===== config.mk =====
export PLATFORM = sky130hd
export DESIGN_NAME = feedback_keystream_gen
export DESIGN_NICKNAME = d
export VERILOG_FILES = /design/src/rtl/kg_pkg.sv /design/src/rtl/kg_preg.sv /design/src/rtl/kg_qreg.sv /design/src/rtl/kg_ctrl.sv /design/src/rtl/feedback_keystream_gen.sv
export SDC_FILE = /design/constraint.sdc
export NUM_CORES = 1
export LEC_CHECK = 0
export ABC_AREA = 0
export BUFFER_PORTS_ARGS = -buffer_cell sky130_fd_sc_hd__buf_2
export CORE_UTILIZATION = 45
export CTS_BUF_LIST = sky130_fd_sc_hd__clkbuf_2
export DETAILED_ROUTE_END_ITERATION = 6
export GPL_TIMING_DRIVEN = 0
export PLACE_DENSITY = 0.7
export SKIP_LAST_GASP = 1
export SLEW_MARGIN = 0
export SYNTH_ARGS = -nofsm -noshare
export SYNTH_HDL_FRONTEND = slang
export SYNTH_SLANG_ARGS = --single-unit

===== constraint.sdc =====
create_clock -name clk -period 4.38 [get_ports clk]
set_input_delay 0.219 -clock clk [delete_from_list [all_inputs] [get_ports clk]]
set_output_delay 0.219 -clock clk [all_outputs]
set_load 0.05 [all_outputs]

===== src/rtl/kg_pkg.sv =====
`timescale 1ns/1ps
package kg_pkg;

    typedef enum logic {
        ST_BLANK = 1'b0,
        ST_KEYED = 1'b1
    } kg_state_e;

    typedef enum logic {
        MODE_START_STOP = 1'b0,
        MODE_SYNC       = 1'b1
    } kg_mode_e;

endpackage


===== src/rtl/kg_preg.sv =====
`timescale 1ns/1ps
module kg_preg #(
    parameter int MAIN_LEN = 30,
    parameter int EXT_LEN  = 17,
    parameter int N_TAPS   = 4,
    parameter int SEL_W    = 6
) (
    input  logic                         clk,
    input  logic                         rst_n,
    input  logic                         load_en,
    input  logic [MAIN_LEN+EXT_LEN-1:0]  init,
    input  logic [N_TAPS*SEL_W-1:0]      tap_sel,
    input  logic                         mode_sync,
    input  logic                         step,
    input  logic                         c_bit,
    output logic                         comb_out
);
    localparam int LEN   = MAIN_LEN + EXT_LEN;
    localparam int IDX_W = $clog2(LEN);
    localparam int PAIRS = N_TAPS / 2;

    logic [LEN-1:0]          p_q;
    logic [N_TAPS*SEL_W-1:0] sel_q;
    logic [N_TAPS-1:0]       tap_val;
    logic [PAIRS-1:0]        pair_and;

    // one chain; the low EXT_LEN stages form the extension in sync mode
    always_ff @(posedge clk or negedge rst_n) begin
        if (!rst_n) begin
            p_q   <= '0;
            sel_q <= '0;
        end else if (load_en) begin
            p_q   <= init;
            sel_q <= tap_sel;
        end else if (step) begin
            p_q <= {p_q[LEN-2:0], c_bit};
        end
    end

    for (genvar i = 0; i < N_TAPS; i++) begin : g_tap
        logic [SEL_W-1:0] sel;
        logic [IDX_W-1:0] idx_full;
        logic [IDX_W-1:0] idx_main;
        assign sel      = sel_q[i*SEL_W +: SEL_W];
        assign idx_full = IDX_W'(int'(sel) % LEN);
        assign idx_main = IDX_W'(EXT_LEN + (int'(sel) % MAIN_LEN));
        assign tap_val[i] = mode_sync ? p_q[idx_main] : p_q[idx_full];
    end

    for (genvar j = 0; j < PAIRS; j++) begin : g_pair
        assign pair_and[j] = tap_val[2*j] & tap_val[2*j+1];
    end

    assign comb_out = |pair_and;


    p_shift_chk: assert property (@(posedge clk) disable iff (!rst_n)
        (step && !load_en) |=> (p_q[0] == $past(c_bit)) &&
                               (p_q[LEN-1:1] == $past(p_q[LEN-2:0])));


    p_hold_chk: assert property (@(posedge clk) disable iff (!rst_n)
        (!step && !load_en) |=> $stable(p_q) && $stable(sel_q));

endmodule


===== src/rtl/kg_qreg.sv =====
`timescale 1ns/1ps
module kg_qreg #(
    parameter int LEN    = 24,
    parameter int N_TAPS = 4,
    parameter int SEL_W  = 5
) (
    input  logic                    clk,
    input  logic                    rst_n,
    input  logic                    load_en,
    input  logic [LEN-1:0]          init,
    input  logic [N_TAPS*SEL_W-1:0] tap_sel,
    input  logic                    step,
    input  logic                    feed,
    output logic                    comb_out
);
    localparam int IDX_W = $clog2(LEN);
    localparam int PAIRS = N_TAPS / 2;

    logic [LEN-1:0]          q_q;
    logic [N_TAPS*SEL_W-1:0] sel_q;
    logic [N_TAPS-1:0]       tap_val;
    logic [PAIRS-1:0]        pair_and;

    always_ff @(posedge clk or negedge rst_n) begin
        if (!rst_n) begin
            q_q   <= '0;
            sel_q <= '0;
        end else if (load_en) begin
            q_q   <= init;
            sel_q <= tap_sel;
        end else if (step) begin
            q_q <= {q_q[LEN-2:0], feed};
        end
    end

    for (genvar i = 0; i < N_TAPS; i++) begin : g_tap
        logic [IDX_W-1:0] idx;
        assign idx        = IDX_W'(int'(sel_q[i*SEL_W +: SEL_W]) % LEN);
        assign tap_val[i] = q_q[idx];
    end

    for (genvar j = 0; j < PAIRS; j++) begin : g_pair
        assign pair_and[j] = tap_val[2*j] & tap_val[2*j+1];
    end

    assign comb_out = |pair_and;


    q_shift_chk: assert property (@(posedge clk) disable iff (!rst_n)
        (step && !load_en) |=> (q_q[0] == $past(feed)) &&
                               (q_q[LEN-1:1] == $past(q_q[LEN-2:0])));


    q_hold_chk: assert property (@(posedge clk) disable iff (!rst_n)
        (!step && !load_en) |=> $stable(q_q));

endmodule


===== src/rtl/kg_ctrl.sv =====
`timescale 1ns/1ps
module kg_ctrl
    import kg_pkg::*;
(
    input  logic clk,
    input  logic rst_n,
    input  logic load_en,
    input  logic mode_sel,
    input  logic decrypt_sel,
    input  logic bit_valid,
    input  logic bit_in,
    input  logic p_comb,
    input  logic q_comb,
    output logic step,
    output logic mode_sync,
    output logic c_bit,
    output logic q_feed,
    output logic bit_out,
    output logic key_bit
);
    kg_state_e state_q, state_d;
    kg_mode_e  mode_q;
    logic      dec_q;
    logic      key_q;

    // next state: FILL from any state, otherwise hold
    always_comb begin
        state_d = state_q;
        unique case (state_q)
            ST_BLANK: if (load_en) state_d = ST_KEYED;
            ST_KEYED: state_d = ST_KEYED;
            default:  state_d = ST_BLANK;
        endcase
    end

    always_ff @(posedge clk or negedge rst_n) begin
        if (!rst_n) state_q <= ST_BLANK;
        else        state_q <= state_d;
    end

    // latched configuration and the toggle integrator
    always_ff @(posedge clk or negedge rst_n) begin
        if (!rst_n) begin
            mode_q <= MODE_START_STOP;
            dec_q  <= 1'b0;
            key_q  <= 1'b0;
        end else if (load_en) begin
            mode_q <= kg_mode_e'(mode_sel);
            dec_q  <= decrypt_sel;
            key_q  <= 1'b0;
        end else if (step) begin
            key_q <= key_q ^ q_comb;
        end
    end

    // outputs per state
    always_comb begin
        step    = 1'b0;
        bit_out = bit_in;
        c_bit   = bit_in;
        unique case (state_q)
            ST_BLANK: begin
                step    = 1'b0;
                bit_out = bit_in;
                c_bit   = bit_in;
            end
            ST_KEYED: begin
                step    = bit_valid && !load_en;
                bit_out = bit_in ^ key_q;
                c_bit   = dec_q ? bit_in : (bit_in ^ key_q);
            end
            default: begin
                step    = 1'b0;
                bit_out = bit_in;
                c_bit   = bit_in;
            end
        endcase
    end

    assign mode_sync = (mode_q == MODE_SYNC);
    assign q_feed    = mode_sync ? (p_comb ^ c_bit) : p_comb;
    assign key_bit   = key_q;


    key_clr_chk: assert property (@(posedge clk) disable iff (!rst_n)
        load_en |=> (key_q == 1'b0));


    key_hold_chk: assert property (@(posedge clk) disable iff (!rst_n)
        (!load_en && !bit_valid) |=> $stable(key_q));


    blank_key_chk: assert property (@(posedge clk) disable iff (!rst_n)
        (state_q == ST_BLANK) |-> (key_q == 1'b0) && (bit_out == bit_in));


    cfg_hold_chk: assert property (@(posedge clk) disable iff (!rst_n)
        !load_en |=> $stable(mode_q) && $stable(dec_q));

endmodule


===== src/rtl/feedback_keystream_gen.sv =====
`timescale 1ns/1ps
module feedback_keystream_gen
    import kg_pkg::*;
#(
    parameter int P_MAIN_LEN = 30,
    parameter int P_EXT_LEN  = 17,
    parameter int Q_LEN      = 24,
    parameter int N_TAPS     = 4,
    parameter int P_SEL_W    = 6,
    parameter int Q_SEL_W    = 5,
    localparam int P_LEN     = P_MAIN_LEN + P_EXT_LEN,
    localparam int FILL_W    = P_LEN + Q_LEN + N_TAPS * (P_SEL_W + Q_SEL_W)
) (
    input  logic              clk,
    input  logic              rst_n,
    input  logic              load_en,
    input  logic [FILL_W-1:0] fill_in,
    input  logic              mode_sel,
    input  logic              decrypt_sel,
    input  logic              bit_valid,
    input  logic              bit_in,
    output logic              bit_out,
    output logic              key_bit
);
    localparam int Q_OFS  = P_LEN;
    localparam int PS_OFS = Q_OFS + Q_LEN;
    localparam int QS_OFS = PS_OFS + N_TAPS * P_SEL_W;

    logic step, mode_sync, c_bit, q_feed, p_comb, q_comb;

    kg_ctrl u_ctrl (
        .clk         (clk),
        .rst_n       (rst_n),
        .load_en     (load_en),
        .mode_sel    (mode_sel),
        .decrypt_sel (decrypt_sel),
        .bit_valid   (bit_valid),
        .bit_in      (bit_in),
        .p_comb      (p_comb),
        .q_comb      (q_comb),
        .step        (step),
        .mode_sync   (mode_sync),
        .c_bit       (c_bit),
        .q_feed      (q_feed),
        .bit_out     (bit_out),
        .key_bit     (key_bit)
    );

    kg_preg #(
        .MAIN_LEN (P_MAIN_LEN),
        .EXT_LEN  (P_EXT_LEN),
        .N_TAPS   (N_TAPS),
        .SEL_W    (P_SEL_W)
    ) u_preg (
        .clk       (clk),
        .rst_n     (rst_n),
        .load_en   (load_en),
        .init      (fill_in[P_LEN-1:0]),
        .tap_sel   (fill_in[PS_OFS +: N_TAPS*P_SEL_W]),
        .mode_sync (mode_sync),
        .step      (step),
        .c_bit     (c_bit),
        .comb_out  (p_comb)
    );

    kg_qreg #(
        .LEN    (Q_LEN),
        .N_TAPS (N_TAPS),
        .SEL_W  (Q_SEL_W)
    ) u_qreg (
        .clk      (clk),
        .rst_n    (rst_n),
        .load_en  (load_en),
        .init     (fill_in[Q_OFS +: Q_LEN]),
        .tap_sel  (fill_in[QS_OFS +: N_TAPS*Q_SEL_W]),
        .step     (step),
        .feed     (q_feed),
        .comb_out (q_comb)
    );

endmodule


## Word-level counts from Yosys, hierarchy flattened

Cells that the tools add are included.

| cells by class | value |
|---|---|
| muxes and demuxes | 41 |
| add/sub/neg operators | 4 |
| $lt $le $gt $ge | 12 |
| div/mod/pow operators | 12 |
| bitwise operators | 8 |
| reduce and logical (&&, ||, !) cells | 5 |

Operator list:

| cell | number |
|---|---|
| remainder unit 6 x 6 -> 32 bit (second input constant) | 4 |
| remainder unit 7 x 6 -> 32 bit (second input constant) | 4 |
| remainder unit 7 x 7 -> 32 bit (second input constant) | 4 |
| two-way mux 47 bit | 2 |
| < comparator 6 x 7 -> 1 bit (second input constant) | 8 |
| binary-select mux 1 bit (select 6 bit) | 8 |
| two-way mux 24 bit | 2 |
| adder 6 bit (first input constant) | 4 |
| < comparator 5 x 6 -> 1 bit (second input constant) | 4 |
| two-way mux 1 bit | 21 |
| binary-select mux 1 bit (select 5 bit) | 4 |
| one-hot mux 1 bit (2 select lines) | 4 |
| AND 1 bit | 4 |
| OR reduction 2 bit | 2 |
| bitwise XOR 1 bit | 3 |
| nonzero test 2 bit | 1 |
| logical AND 1 bit | 1 |
| logical NOT 1 bit | 1 |
| NOT 1 bit | 1 |

| word-level totals | value |
|---|---|
| output and inout bits | 2 |
| flip-flop bits (word level) | 119 |
| input bits | 122 |

## Depth between registers and ports, before layout

Gate-level depths: netlist of the first run.

| depth | value |
|---|---|
| depth in word-level cells | 11 |
| depth in mapped cells | 19 |
| gate-level depth less buffers | 17 |

## Hierarchy

From an unflattened synthesis of the first run, not the netlist that was laid out.

| unflattened totals | value |
|---|---|
| cells, all modules | 1516 |
| area, all modules | 13008.7 µm² |

By module, submodules not included:

| module | area an instance (µm²) | cells an instance | instances |
|---|---|---|---|
| kg_preg | 9948.3 | 1262 | 1 |
| kg_qreg | 2836.5 | 234 | 1 |
| kg_ctrl | 224.0 | 20 | 1 |

## Worst setup path before layout of the first run

Ideal clock, no wire load.

| path | value |
|---|---|
| path type | reg-to-reg |
| start point | register u_preg.sel_q[12] |
| end point | register u_qreg.q_q[0] |
| stages on the path, launching flop included | 17 |
| setup time | 0.135 ns |
| slack | 0.416 ns |
| data arrival time | 3.829 ns |
| period minus slack after synthesis | 3.964 ns |
| cells stage by stage | dfrtp_1 buf_2 inv_2 ha_1 and4_1 o22ai_2 inv_1 a41oi_1 o21ai_0 ha_1 clkbuf_1 mux4_2 mux4_2 nand2b_1 mux2i_1 a2111oi_2 a211oi_2 |

| on the way | value |
|---|---|
| word-level cells in the longest chain between the ends | 11 |

Ends and longest elaborated chain:

| item | line | text |
|---|---|---|
| start: declaration | kg_preg.sv:23 | `logic [N_TAPS*SEL_W-1:0] sel_q;` |
| start signal: assignment | kg_preg.sv:34 | `sel_q <= tap_sel;` |
| remainder unit 7 x 6 -> 32 bit | kg_preg.sv:46 | `assign idx_main = IDX_W'(EXT_LEN + (int'(sel) % MAIN_LEN));` |
| adder 6 bit | kg_preg.sv:46 |  |
| binary-select mux 1 bit (select 6 bit) | kg_preg.sv:47 | `assign tap_val[i] = mode_sync ? p_q[idx_main] : p_q[idx_full];` |
| two-way mux 1 bit (implied by the code) | kg_preg.sv:47 |  |
| two-way mux 1 bit (*) | kg_preg.sv:47 |  |
| AND 1 bit (*) | kg_preg.sv:51 | `assign pair_and[j] = tap_val[2*j] & tap_val[2*j+1];` |
| OR reduction 2 bit (*) | kg_preg.sv:54 | `assign comb_out = \|pair_and;` |
| bitwise XOR 1 bit | kg_ctrl.sv:81 | `assign q_feed = mode_sync ? (p_comb ^ c_bit) : p_comb;` |
| two-way mux 1 bit (*) | kg_ctrl.sv:81 |  |
| two-way mux 24 bit (*) | kg_qreg.sv:31 | `end else if (step) begin` |
| two-way mux 24 bit (*) | kg_qreg.sv:28 | `end else if (load_en) begin` |
| end signal: assignment | kg_qreg.sv:29 | `q_q <= init;` |
| end signal: assignment | kg_qreg.sv:32 | `q_q <= {q_q[LEN-2:0], feed};` |
| end: declaration | kg_qreg.sv:19 | `logic [LEN-1:0] q_q;` |

Mark *: on every way between the ends. The rest lies on a longest branch, timed or not. The select of a mux whose other input is x is not followed.
A chain may end at the register's enable or synchronous reset.

## Worst setup path after layout of the first run

Same ends and word-level chain as after synthesis.

==> impl_metrics.json, run 1 <==
{
  "synth_nets": 1407,
  "wirelength_mm": 42.8,
  "final_cell_area_um2": 14900,
  "grt_pass1_wl_mm": 65.8,
  "seq_area_frac_synth_pct": 24.4,
  "post_route_cells_drive_above_1_share_pct": 24.6,
  "die_w_um": 167,
  "die_y_um": 167,
  "cp-start-kind": "flop",
  "setup_viol": 0,
  "clk_latency_ns": 0.81,
  "ios": 124,
  "clock-sinks": 119,
  "drc": 10,
  "holdPathEnd": "u_qreg.q_q[0]$_DFFE_PN0P_",
  "cp_slowest_cell": "mux4_2",
  "cts_buffers": 17,
  "r2r-start": "u_preg.sel_q[12]$_DFFE_PN0P_",
  "critPathKind": "reg -> reg",
  "power_density_nw_per_um2": 302,
  "fin_nets": 1672,
  "avgSynthCellArea_um2": 9.72,
  "initial_core_util_pct": 46.4,
  "setup-tns-final_ns": 0,
  "htree_levels": 4,
  "nFillCells": 2280,
  "drt_iter0_markers": 1322,
  "rsz0062_at_grt": "false",
  "ys.warnings.count": 0,
  "whs_path_depth": 4,
  "cts_tree": "done",
  "violations": "design-rule violations",
  "cap_violations": 0,
  "num_vias": 11935,
  "ys_ff_latch": 119,
  "required_ns": 5.08,
  "min_from": "bit_in",
  "ir_drop_v": 0.000232,
  "status": "finished, violations left",
  "rr_endpoint": "u_qreg.q_q[0]$_DFFE_PN0P_",
  "reg2reg_slack_ns": 0.21,
  "p_leak_nw": 6.29,
  "synth.largest_area_cell": "dfrtp_1",
  "die-area_um2": 27800,
  "place.gp.congestion": 0.949,
  "dr.pass1.iters": 7,
  "root_buffer": "clkbuf_2",
  "core_area_um2": 26400,
  "synth_area_um2": 12200,
  "async_reset_ff_share_pct": 100,
  "synth-edff-count": 0,
  "portBuffers": 122,
  "worstPathArrival_ns": 4.87,
  "fin_util_pct": 56.5,
  "synth.distinct_cells": 97,
  "viasPerCell": 6.36,
  "overflow": 0,
  "num_rows": 59,
  "finalCritPeriodShare_pct": 95.3,
  "grt_pass1_vias": 11731,
  "syn_to_final_growth_pct": 21.7,
  "placed_area_um2": 13300,
  "final_antenna_net_count": 0,
  "wl_per_cell_um": 22.8,
  "slew_viol_final": 0,
  "hold_path_class": "in -> reg",
  "tightest_slew_ns": 1.10,
  "end_kind": "flop",
  "reg2regPathDepth": 17,
  "cp_max_fo": 10,
  "skew_ns": 0.0630,
  "synth_top_area_share_pct": 24.4,
  "period_needed_ns": 4.17,
  "path_cells": "buf_2, inv_2, ha_2, and4_1, o32a_1, buf_6, nand3_1, nand3_1, o21ai_0, ha_1, buf_4, mux4_2, mux4_2, nand2b_1, mux2i_4, a2111oi_2, a211oi_2",
  "worst_hold_slack_ns": 0.102,
  "dp_hpwl_mm": 28.9,
  "clk_path_buf_depth": 2,
  "mostFrequentLayoutCells": "157 x mux2i_1, 144 x nand2_1, 139 x buf_2",
  "antenna_found_initial": 2,
  "syn-instance-count": 1258,
  "grt_max_degree": 86,
  "path_clk_slew_ns": 0.25,
  "hold_viol": 0,
  "maxSlewHeadroom_pct": 24.7,
  "crit_path_max_incr_delay_ns": 0.49,
  "synth_flop_cell": "dfrtp_1",
  "track_usage_pct": 30.5,
  "fmax_ghz": 0.240,
  "startpoint": "u_preg.sel_q[12]$_DFFE_PN0P_",
  "final_common_cell": "mux2i_1",
  "yosys-top-cells-area": "dfrtp_1 24%, mux4_2 16%, mux2i_1 13%"
}
worst max path at each step:
stage | endpoint | slack [ns] | cells after the start
floorplan | u_qreg.q_q[0]$_DFFE_PN0P_ | 0.42 | 16
global placement | u_qreg.q_q[0]$_DFFE_PN0P_ | -0.35 | 15
detailed placement | u_qreg.q_q[0]$_DFFE_PN0P_ | -0.36 | 15
CTS | u_qreg.q_q[0]$_DFFE_PN0P_ | 0.004 | 18
global route | u_qreg.q_q[0]$_DFFE_PN0P_ | 0.003 | 16
finish | u_qreg.q_q[0]$_DFFE_PN0P_ | 0.21 | 17
layer usage:
layer  GRT usage, %  share of wire (%)
met5              0              0.019
met4           10.3                3.2
met3           7.82                 10
met2           50.2                 47
met1           39.1                 40
layout make-up:
class | count | area [µm²] | share of cell area [%]
clock inverters | 15 | 170 | 1.14
diodes | 5 | 12.5 | 0.0841
repair buffers | 248 | 1900 | 12.8
multi-input cells | 970 | 8590 | 57.7
inverters | 26 | 97.6 | 0.656
plain buffers | 141 | 637 | 4.28
clock buffers | 17 | 85.1 | 0.572
well taps | 335 | 419 | 2.82
flip-flops and latches | 119 | 2980 | 20.0
state kept, by name, summed over array words and instances, names as in the netlist:
| register | flops |
|---|---|
| u_preg.sel_q | 24 |
| u_ctrl.key_bit | 1 |
| u_ctrl.mode_sync | 1 |
| u_qreg.q_q | 24 |
| u_ctrl.dec_q | 1 |
| u_preg.p_q | 47 |
| u_ctrl.state_q | 1 |
| u_qreg.sel_q | 20 |
power by group:
group          total, W  internal [W]  switching (W)
Combinational   0.00233       0.00109        0.00124
Sequential      0.00134       0.00121       0.000128
Clock          0.000826      0.000241       0.000584
worst max-delay path: cells and delay by family, from the launching register on:
family,cells,cell delay [ns]
multiplexers,3,0.95
flip-flops,1,0.45
buffers and inverters,4,0.75
adder cells (fa/ha/maj),2,0.62
AND/OR/NAND/NOR,4,0.59
AO/OA/AOI/OAI,4,0.71
through the flow:
step | setup WS [ns] | power [W] | instances
floorplan | 0.416 | 0.00291 | 1258
global placement | -0.351 | 0.00344 | 1715
detailed placement | -0.363 | 0.00349 | 1716
CTS | 0.00405 | 0.00441 | 1868
global route | 0.00330 | 0.00469 | 1876
finish | 0.206 | 0.00449 | 1876
cell usage after synthesis (5+ instances only):
cell	number
a31o_2	6
o31a_1	5
xor2_1	16
nand4_1	6
inv_1	21
o221ai_1	5
and3_1	12
nor3b_1	5
mux2_2	40
buf_1	17
xnor2_1	12
o211ai_1	10
nand2_1	144
nor3_1	18
a31oi_1	8
mux4_1	8
buf_2	20
nor2b_1	8
nor2_1	33
a211oi_1	12
o21ai_0	126
buf_4	9
clkbuf_1	91
a21oi_1	27
mux4_2	89
nor4_1	9
o22ai_1	11
mux2i_1	158
nand3_1	34
a2111oi_0	5
o31ai_1	10
dfrtp_1	119
ha_1	27
nand2b_1	8
o2111ai_1	5
what timing repair did:
action                     4_1_cts  5_1_grt
hold endpoints to repair       237        0
buffers inserted                 0        3
gates resized for setup          9       17
pin swaps                        1        0
setup endpoints to repair        1        1
hold buffers                   122        0
cell families (layout without fill, tap and decap cells):
group / count (synthesis) / in the layout / synth area share, %
muxes: 296 / 296 / 34.8
other: 0 / 5 / 0
xor gates and xnor gates: 33 / 33 / 2.95
AOI/OAI and AO/OA: 303 / 303 / 17.0
adders and majority gates: 27 / 27 / 2.76
DFF: 119 / 119 / 24.4
buffers and inverters: 169 / 447 / 5.93
and+or+nand+nor: 311 / 311 / 12.2
Power figures use the tool's default switching activity.
==> run 2: changes to the inputs <==
REMOVE_ABC_BUFFERS = 1   (was unset)
==> impl_metrics.json, run 2 (synthesized netlist as in run 1, its figures left out) <==
{
  "tightest_slew_ns": 1.02,
  "path_clk_slew_ns": 0.27,
  "period_needed_ns": 4.18,
  "cp_max_fo": 12,
  "final_cell_area_um2": 15000,
  "htree_levels": 4,
  "ir_drop_v": 0.000234,
  "hold_path_class": "in -> reg",
  "antenna_found_initial": 2,
  "clockPowerShare_pct": 19.6,
  "dp_hpwl_mm": 24.2,
  "cap_violations": 0,
  "num_vias": 11679,
  "cts_buffers": 17,
  "required_ns": 5.02,
  "largest_register_ffs": 47,
  "die_y_um": 167,
  "final_antenna_net_count": 0,
  "multi_input_area_um2": 8560,
  "clock-sinks": 119,
  "post_route_cells_drive_above_1_share_pct": 24.2,
  "finalCritPeriodShare_pct": 95.4,
  "combPwrFrac_pct": 43.7,
  "end_kind": "flop",
  "seq_power_share_pct": 36.7,
  "maxSlewHeadroom_pct": 30.1,
  "ios": 124,
  "placed_area_um2": 12700,
  "fin_cells": 1807,
  "final_common_cell": "dlygate4sd3_1",
  "dp_cells": 1576,
  "power_density_nw_per_um2": 297,
  "clk_path_buf_depth": 2,
  "top_regs": "u_preg.p_q: 47 flops, u_preg.sel_q: 24 flops, u_qreg.q_q: 24 flops",
  "hold_viol": 0,
  "die_w_um": 167,
  "viasPerCell": 6.46,
  "fin_nets": 1602,
  "track_usage_pct": 29.0,
  "root_buffer": "clkbuf_2",
  "place.gp.congestion": 0.884,
  "portBuffers": 123,
  "grt_pass1_vias": 11375,
  "worstPathArrival_ns": 4.81,
  "sw_frac_of_total_pct": 41.3,
  "dr.pass1.iters": 5,
  "setup_viol": 0,
  "wl_per_cell_um": 22.4,
  "syn_to_final_growth_pct": 22.9,
  "mostFrequentLayoutCells": "188 x dlygate4sd3_1, 158 x mux2i_1, 143 x nand2_1",
  "cts_tree": "done",
  "fmax_ghz": 0.239,
  "top_register": "u_preg.p_q",
  "slew_viol_final": 0,
  "drt_iter0_markers": 1214,
  "cp-start-kind": "flop",
  "clk_latency_ns": 0.76,
  "critPathKind": "reg -> reg",
  "initial_core_util_pct": 46.4,
  "core_area_um2": 26400,
  "grt_max_degree": 140,
  "overflow": 0,
  "wirelength_mm": 40.4,
  "regArea_um2": 3010,
  "die-area_um2": 27800,
  "status": "completed",
  "p_switching_w": 0.00184,
  "skew_ns": 0.0468,
  "drc": 0,
  "internal-power_w": 0.00262,
  "nFillCells": 2168,
  "p_leak_nw": 6.28,
  "num_rows": 59,
  "grt_pass1_wl_mm": 63.2
}
## run 2: changes by cell type in the layout (fill, tap and decap cells not counted), moves of 3 or more
cell and delta:
dfrtp_4 +4, dlygate4sd3_1 +67, ha_1 -3, inv_8 -4, clkbuf_2 -5, ha_2 +4
dfrtp_2 +9, buf_1 -16, clkbuf_1 -85, dfrtp_1 -13, buf_2 -18, buf_4 -12
## run 2: worst max-delay path, cell delays in order, from the launching register on
cell	delay, ns
dfrtp_1	0.65
and3_1	0.26
ha_1	0.26
nand4b_1	0.21
o22ai_1	0.25
xnor2_1	0.18
ha_2	0.20
a21boi_1	0.40
or2_1	0.24
mux2_2	0.35
a221oi_1	0.30
o31a_1	0.20
a31oi_1	0.09
a2111oi_2	0.41
a211oi_2	0.06
## run 2: layout make-up
class                           count  area share [%]
Tap cell                          335            2.79
Multi-Input combinational cell    970            56.9
Inverter                           26           0.674
Timing Repair Buffer              319            17.7
Clock inverter                     15            1.26
Antenna cell                        6          0.0999
Sequential cell                   119            20.0
Clock buffer                       17           0.566
## run 2: metrics by stage
step / TNS [ns] / hold slack (ns) / power [W] / setup WS (ns) / util, %
2_1_floorplan: 0 / -0.0766 / 0.00282 / 0.0414 / -
3_3_place_gp: -0.799 / 0.426 / 0.00332 / -0.799 / 47.9
3_5_place_dp: -0.797 / 0.111 / 0.00335 / -0.797 / 48.3
4_1_cts: 0 / 0.0847 / 0.00439 / 0.0423 / 56.6
5_1_grt: -0.00144 / 0.143 / 0.00469 / -0.00144 / 57.0
6_report: 0 / 0.175 / 0.00447 / 0.202 / 57.0
## run 2: final timing paths
check / from / end / slack [ns] / depth (start not counted)
worst max-delay path: u_preg.sel_q[2]$_DFFE_PN0P_ / u_qreg.q_q[0]$_DFFE_PN0P_ / 0.20 / 14
worst min-delay path: fill_in[91] / u_preg.sel_q[20]$_DFFE_PN0P_ / 0.17 / 4
worst max register to register: u_preg.sel_q[2]$_DFFE_PN0P_ / u_qreg.q_q[0]$_DFFE_PN0P_ / 0.20 / 14
worst min register to register: u_qreg.sel_q[4]$_DFFE_PN0P_ / u_qreg.sel_q[4]$_DFFE_PN0P_ / 0.58 / 1
max in group asynchronous: rst_n / u_qreg.sel_q[0]$_DFFE_PN0P_ / 3.38 / 4
min in group asynchronous: rst_n / u_preg.sel_q[1]$_DFFE_PN0P_ / 0.48 / 4
## run 2: routing by layer
layer / global-route usage, % / up-vias / wire (µm)
li1: - / 5186 / -
met1: 36.5 / 5635 / 15200
met2: 48.6 / 735 / 19600
met3: 7.01 / 123 / 4370
met4: 10.2 / 0 / 1330
met5: 0 / - / 0
## run 2: repair_timing
item,CTS,global route
setup buffers,0,4
endpoints found under the hold margin,237,0
hold buffers,189,0
setup endpoints to repair,1,1
resized for setup,10,17
## run 2: power by group through the flow
| stage | combinational [W] | clock, W | sequential [W] |
|---|---|---|---|
| floorplan | 0.00136 | 0 | 0.00146 |
| CTS | 0.00188 | 0.000893 | 0.00161 |
| global placement | 0.00169 | 0 | 0.00163 |
| detailed placement | 0.00172 | 0 | 0.00163 |
| global route | 0.00211 | 0.000936 | 0.00165 |
| finish | 0.00196 | 0.000876 | 0.00164 |
==> run 3: changes to the inputs <==
--- a/config.mk
+++ b/config.mk
@@ -8,9 +8,9 @@
 export ABC_AREA = 0
 export BUFFER_PORTS_ARGS = -buffer_cell sky130_fd_sc_hd__buf_2
-export CORE_UTILIZATION = 45
+export CORE_UTILIZATION = 63
 export CTS_BUF_LIST = sky130_fd_sc_hd__clkbuf_2
 export DETAILED_ROUTE_END_ITERATION = 6
 export GPL_TIMING_DRIVEN = 0
-export PLACE_DENSITY = 0.7
+export PLACE_DENSITY = 0.9
 export REMOVE_ABC_BUFFERS = 1
 export SKIP_LAST_GASP = 1
==> constraint.sdc (replaced) <==
create_clock -name clk -period 4.38 [get_ports clk]
set_input_delay 0.657 -clock clk [delete_from_list [all_inputs] [get_ports clk]]
set_output_delay 0.657 -clock clk [all_outputs]
set_load 0.05 [all_outputs]
==> impl_metrics.json, run 3 (synthesized netlist as in run 1, its figures left out) <==
{
  "sw_frac_of_total_pct": 44.0,
  "cts_tree": "done",
  "clockPowerShare_pct": 17.8,
  "syn_to_final_growth_pct": 6.62,
  "startpoint": "u_preg.sel_q[18]$_DFFE_PN0P_",
  "cp_num_buf_inv": 1,
  "required_ns": 5.06,
  "top_regs": "u_preg.p_q: 47 flops, u_preg.sel_q: 24 flops, u_qreg.q_q: 24 flops",
  "skew_ns": 0.0305,
  "met3WireLength_mm": 4.46,
  "tightest_slew_ns": 1.05,
  "rsz0062_at_grt": "false",
  "final_common_cell": "mux2i_1",
  "hold_viol": 0,
  "overflow": 0,
  "worstPathArrival_ns": 4.87,
  "cp-start-kind": "flop",
  "clk_path_buf_depth": 2,
  "htree_levels": 4,
  "dr.pass1.iters": 7,
  "clock-sinks": 119,
  "path_clk_slew_ns": 0.26,
  "crit_path_max_incr_delay_ns": 0.67,
  "drc": 1,
  "dp_cells": 1501,
  "combPwrFrac_pct": 43.6,
  "end_kind": "flop",
  "cp_max_fo": 20,
  "fmax_ghz": 0.239,
  "critPathKind": "reg -> reg",
  "dr_wl_met2_mm": 16.1,
  "dp_hpwl_mm": 23.2,
  "finalCritPeriodShare_pct": 95.6,
  "antenna_found_initial": 1,
  "clk_latency_ns": 0.77,
  "die_y_um": 141,
  "setup-tns-final_ns": 0,
  "grt_pass1_vias": 10681,
  "track_usage_pct": 36.3,
  "core_area_um2": 18900,
  "final_antenna_net_count": 0,
  "hold_path_class": "in -> reg",
  "fin_cells": 1540,
  "violations": "design-rule violations",
  "status": "finished, violations left",
  "setup_viol": 0,
  "cts_buffers": 17,
  "cap_violations": 0,
  "root_buffer": "clkbuf_2",
  "initial_core_util_pct": 64.7,
  "power_density_nw_per_um2": 322,
  "m1WireLength_mm": 12.9,
  "top_layer": "met4",
  "r2r-start": "u_preg.sel_q[18]$_DFFE_PN0P_",
  "internal-power_w": 0.00235,
  "cp_slowest_cell": "dfrtp_4",
  "mostFrequentLayoutCells": "158 x mux2i_1, 143 x nand2_1, 126 x o21ai_0",
  "seq_power_share_pct": 38.6,
  "die-area_um2": 20000,
  "portBuffers": 123,
  "wirelength_mm": 35.6,
  "num_vias": 11168,
  "top_register": "u_preg.p_q",
  "fin_util_pct": 69.0,
  "grt_pass1_wl_mm": 56.3,
  "ios": 124,
  "maxSlewHeadroom_pct": 28.3,
  "viasPerCell": 7.25,
  "die_w_um": 141,
  "num_rows": 50,
  "wl_per_cell_um": 23.1,
  "place.gp.congestion": 0.985,
  "fin_nets": 1415,
  "drt_iter0_markers": 1679,
  "min_from": "fill_in[66]",
  "largest_register_ffs": 47,
  "grt_max_degree": 160,
  "reg2reg_slack_ns": 0.19,
  "ir_drop_v": 0.000186,
  "post_route_cells_drive_above_1_share_pct": 27.8,
  "slew_viol_final": 0,
  "critPathTopFamily": "multiplexers",
  "period_needed_ns": 4.19,
  "path_cells": "clkinvlp_4, ha_1, nor2_1, o31ai_1, xnor2_1, ha_1, mux4_2, mux4_2, mux2i_1, o21ai_0, a2111oi_2, a211oi_2",
  "p_switching_w": 0.00185,
  "p_leak_nw": 5.50
}
-- run 3: final cells by class --
| type | count | area (µm²) |
|---|---|---|
| clock inverters | 15 | 151 |
| multi-input cells | 970 | 8590 |
| diodes | 1 | 2.50 |
| fillers | 1388 | 5860 |
| well taps | 260 | 325 |
| inverters | 26 | 101 |
| repair buffers | 132 | 777 |
| clock buffers | 17 | 85.1 |
| flip-flops and latches | 119 | 3010 |
-- run 3: power groups by stage --
stage	logic [W]	registers [W]	clock network (W)
after floorplan	0.00136	0.00146	0
after global placement	0.00167	0.00160	0
after detailed placement	0.00173	0.00161	0
after CTS	0.00176	0.00160	0.000755
after global routing	0.00196	0.00162	0.000797
final	0.00183	0.00162	0.000748
-- run 3: final timing paths --
kind                                                 to  depth (start not counted)
max                           u_qreg.q_q[0]$_DFFE_PN0P_                         12
min                          u_qreg.q_q[19]$_DFFE_PN0P_                          3
max reg2reg                   u_qreg.q_q[0]$_DFFE_PN0P_                         12
min reg2reg                    u_ctrl.dec_q$_DFFE_PN0P_                          1
max in group asynchronous   u_preg.sel_q[6]$_DFFE_PN0P_                          3
min in group asynchronous  u_preg.sel_q[23]$_DFFE_PN0P_                          2
-- run 3: repair_timing --
action / CTS / global route
hold buffers: 1 / 0
endpoints found under the setup margin: 1 / 1
hold endpoints to repair: 31 / 0
setup buffers: 1 / 4
pin swaps: 0 / 0
resized for setup: 13 / 18
-- run 3: per-layer routing --
metal  global-route usage [%]  up-vias
li1                         -     4801
met2                     55.8      886
met3                     10.2      244
met4                     20.1        0
met5                        0        -
met1                     46.4     5237
-- run 3: tightest hold or removal path: cells and delay by family --
family,cells,cell delay (ns)
AOI/OAI and AO/OA,1,0.06
and+or+nand+nor,1,0.04
buffers and inverters,1,0.07
-- run 3: per-stage QoR --
| step | hold WS, ns | worst slack [ns] | power, W | area, µm² |
|---|---|---|---|---|
| 6_report | 0.0568 | 0.191 | 0.00420 | 13000 |
| 5_1_grt | 0.0375 | 0.00700 | 0.00438 | 13000 |
| 4_1_cts | 0.0320 | 0.00944 | 0.00411 | 12900 |
| 3_5_place_dp | 0.517 | -0.920 | 0.00334 | 12600 |
| 3_3_place_gp | 0.500 | -0.722 | 0.00327 | 12500 |
| 2_1_floorplan | 0.361 | 0.0414 | 0.00282 | 11600 |
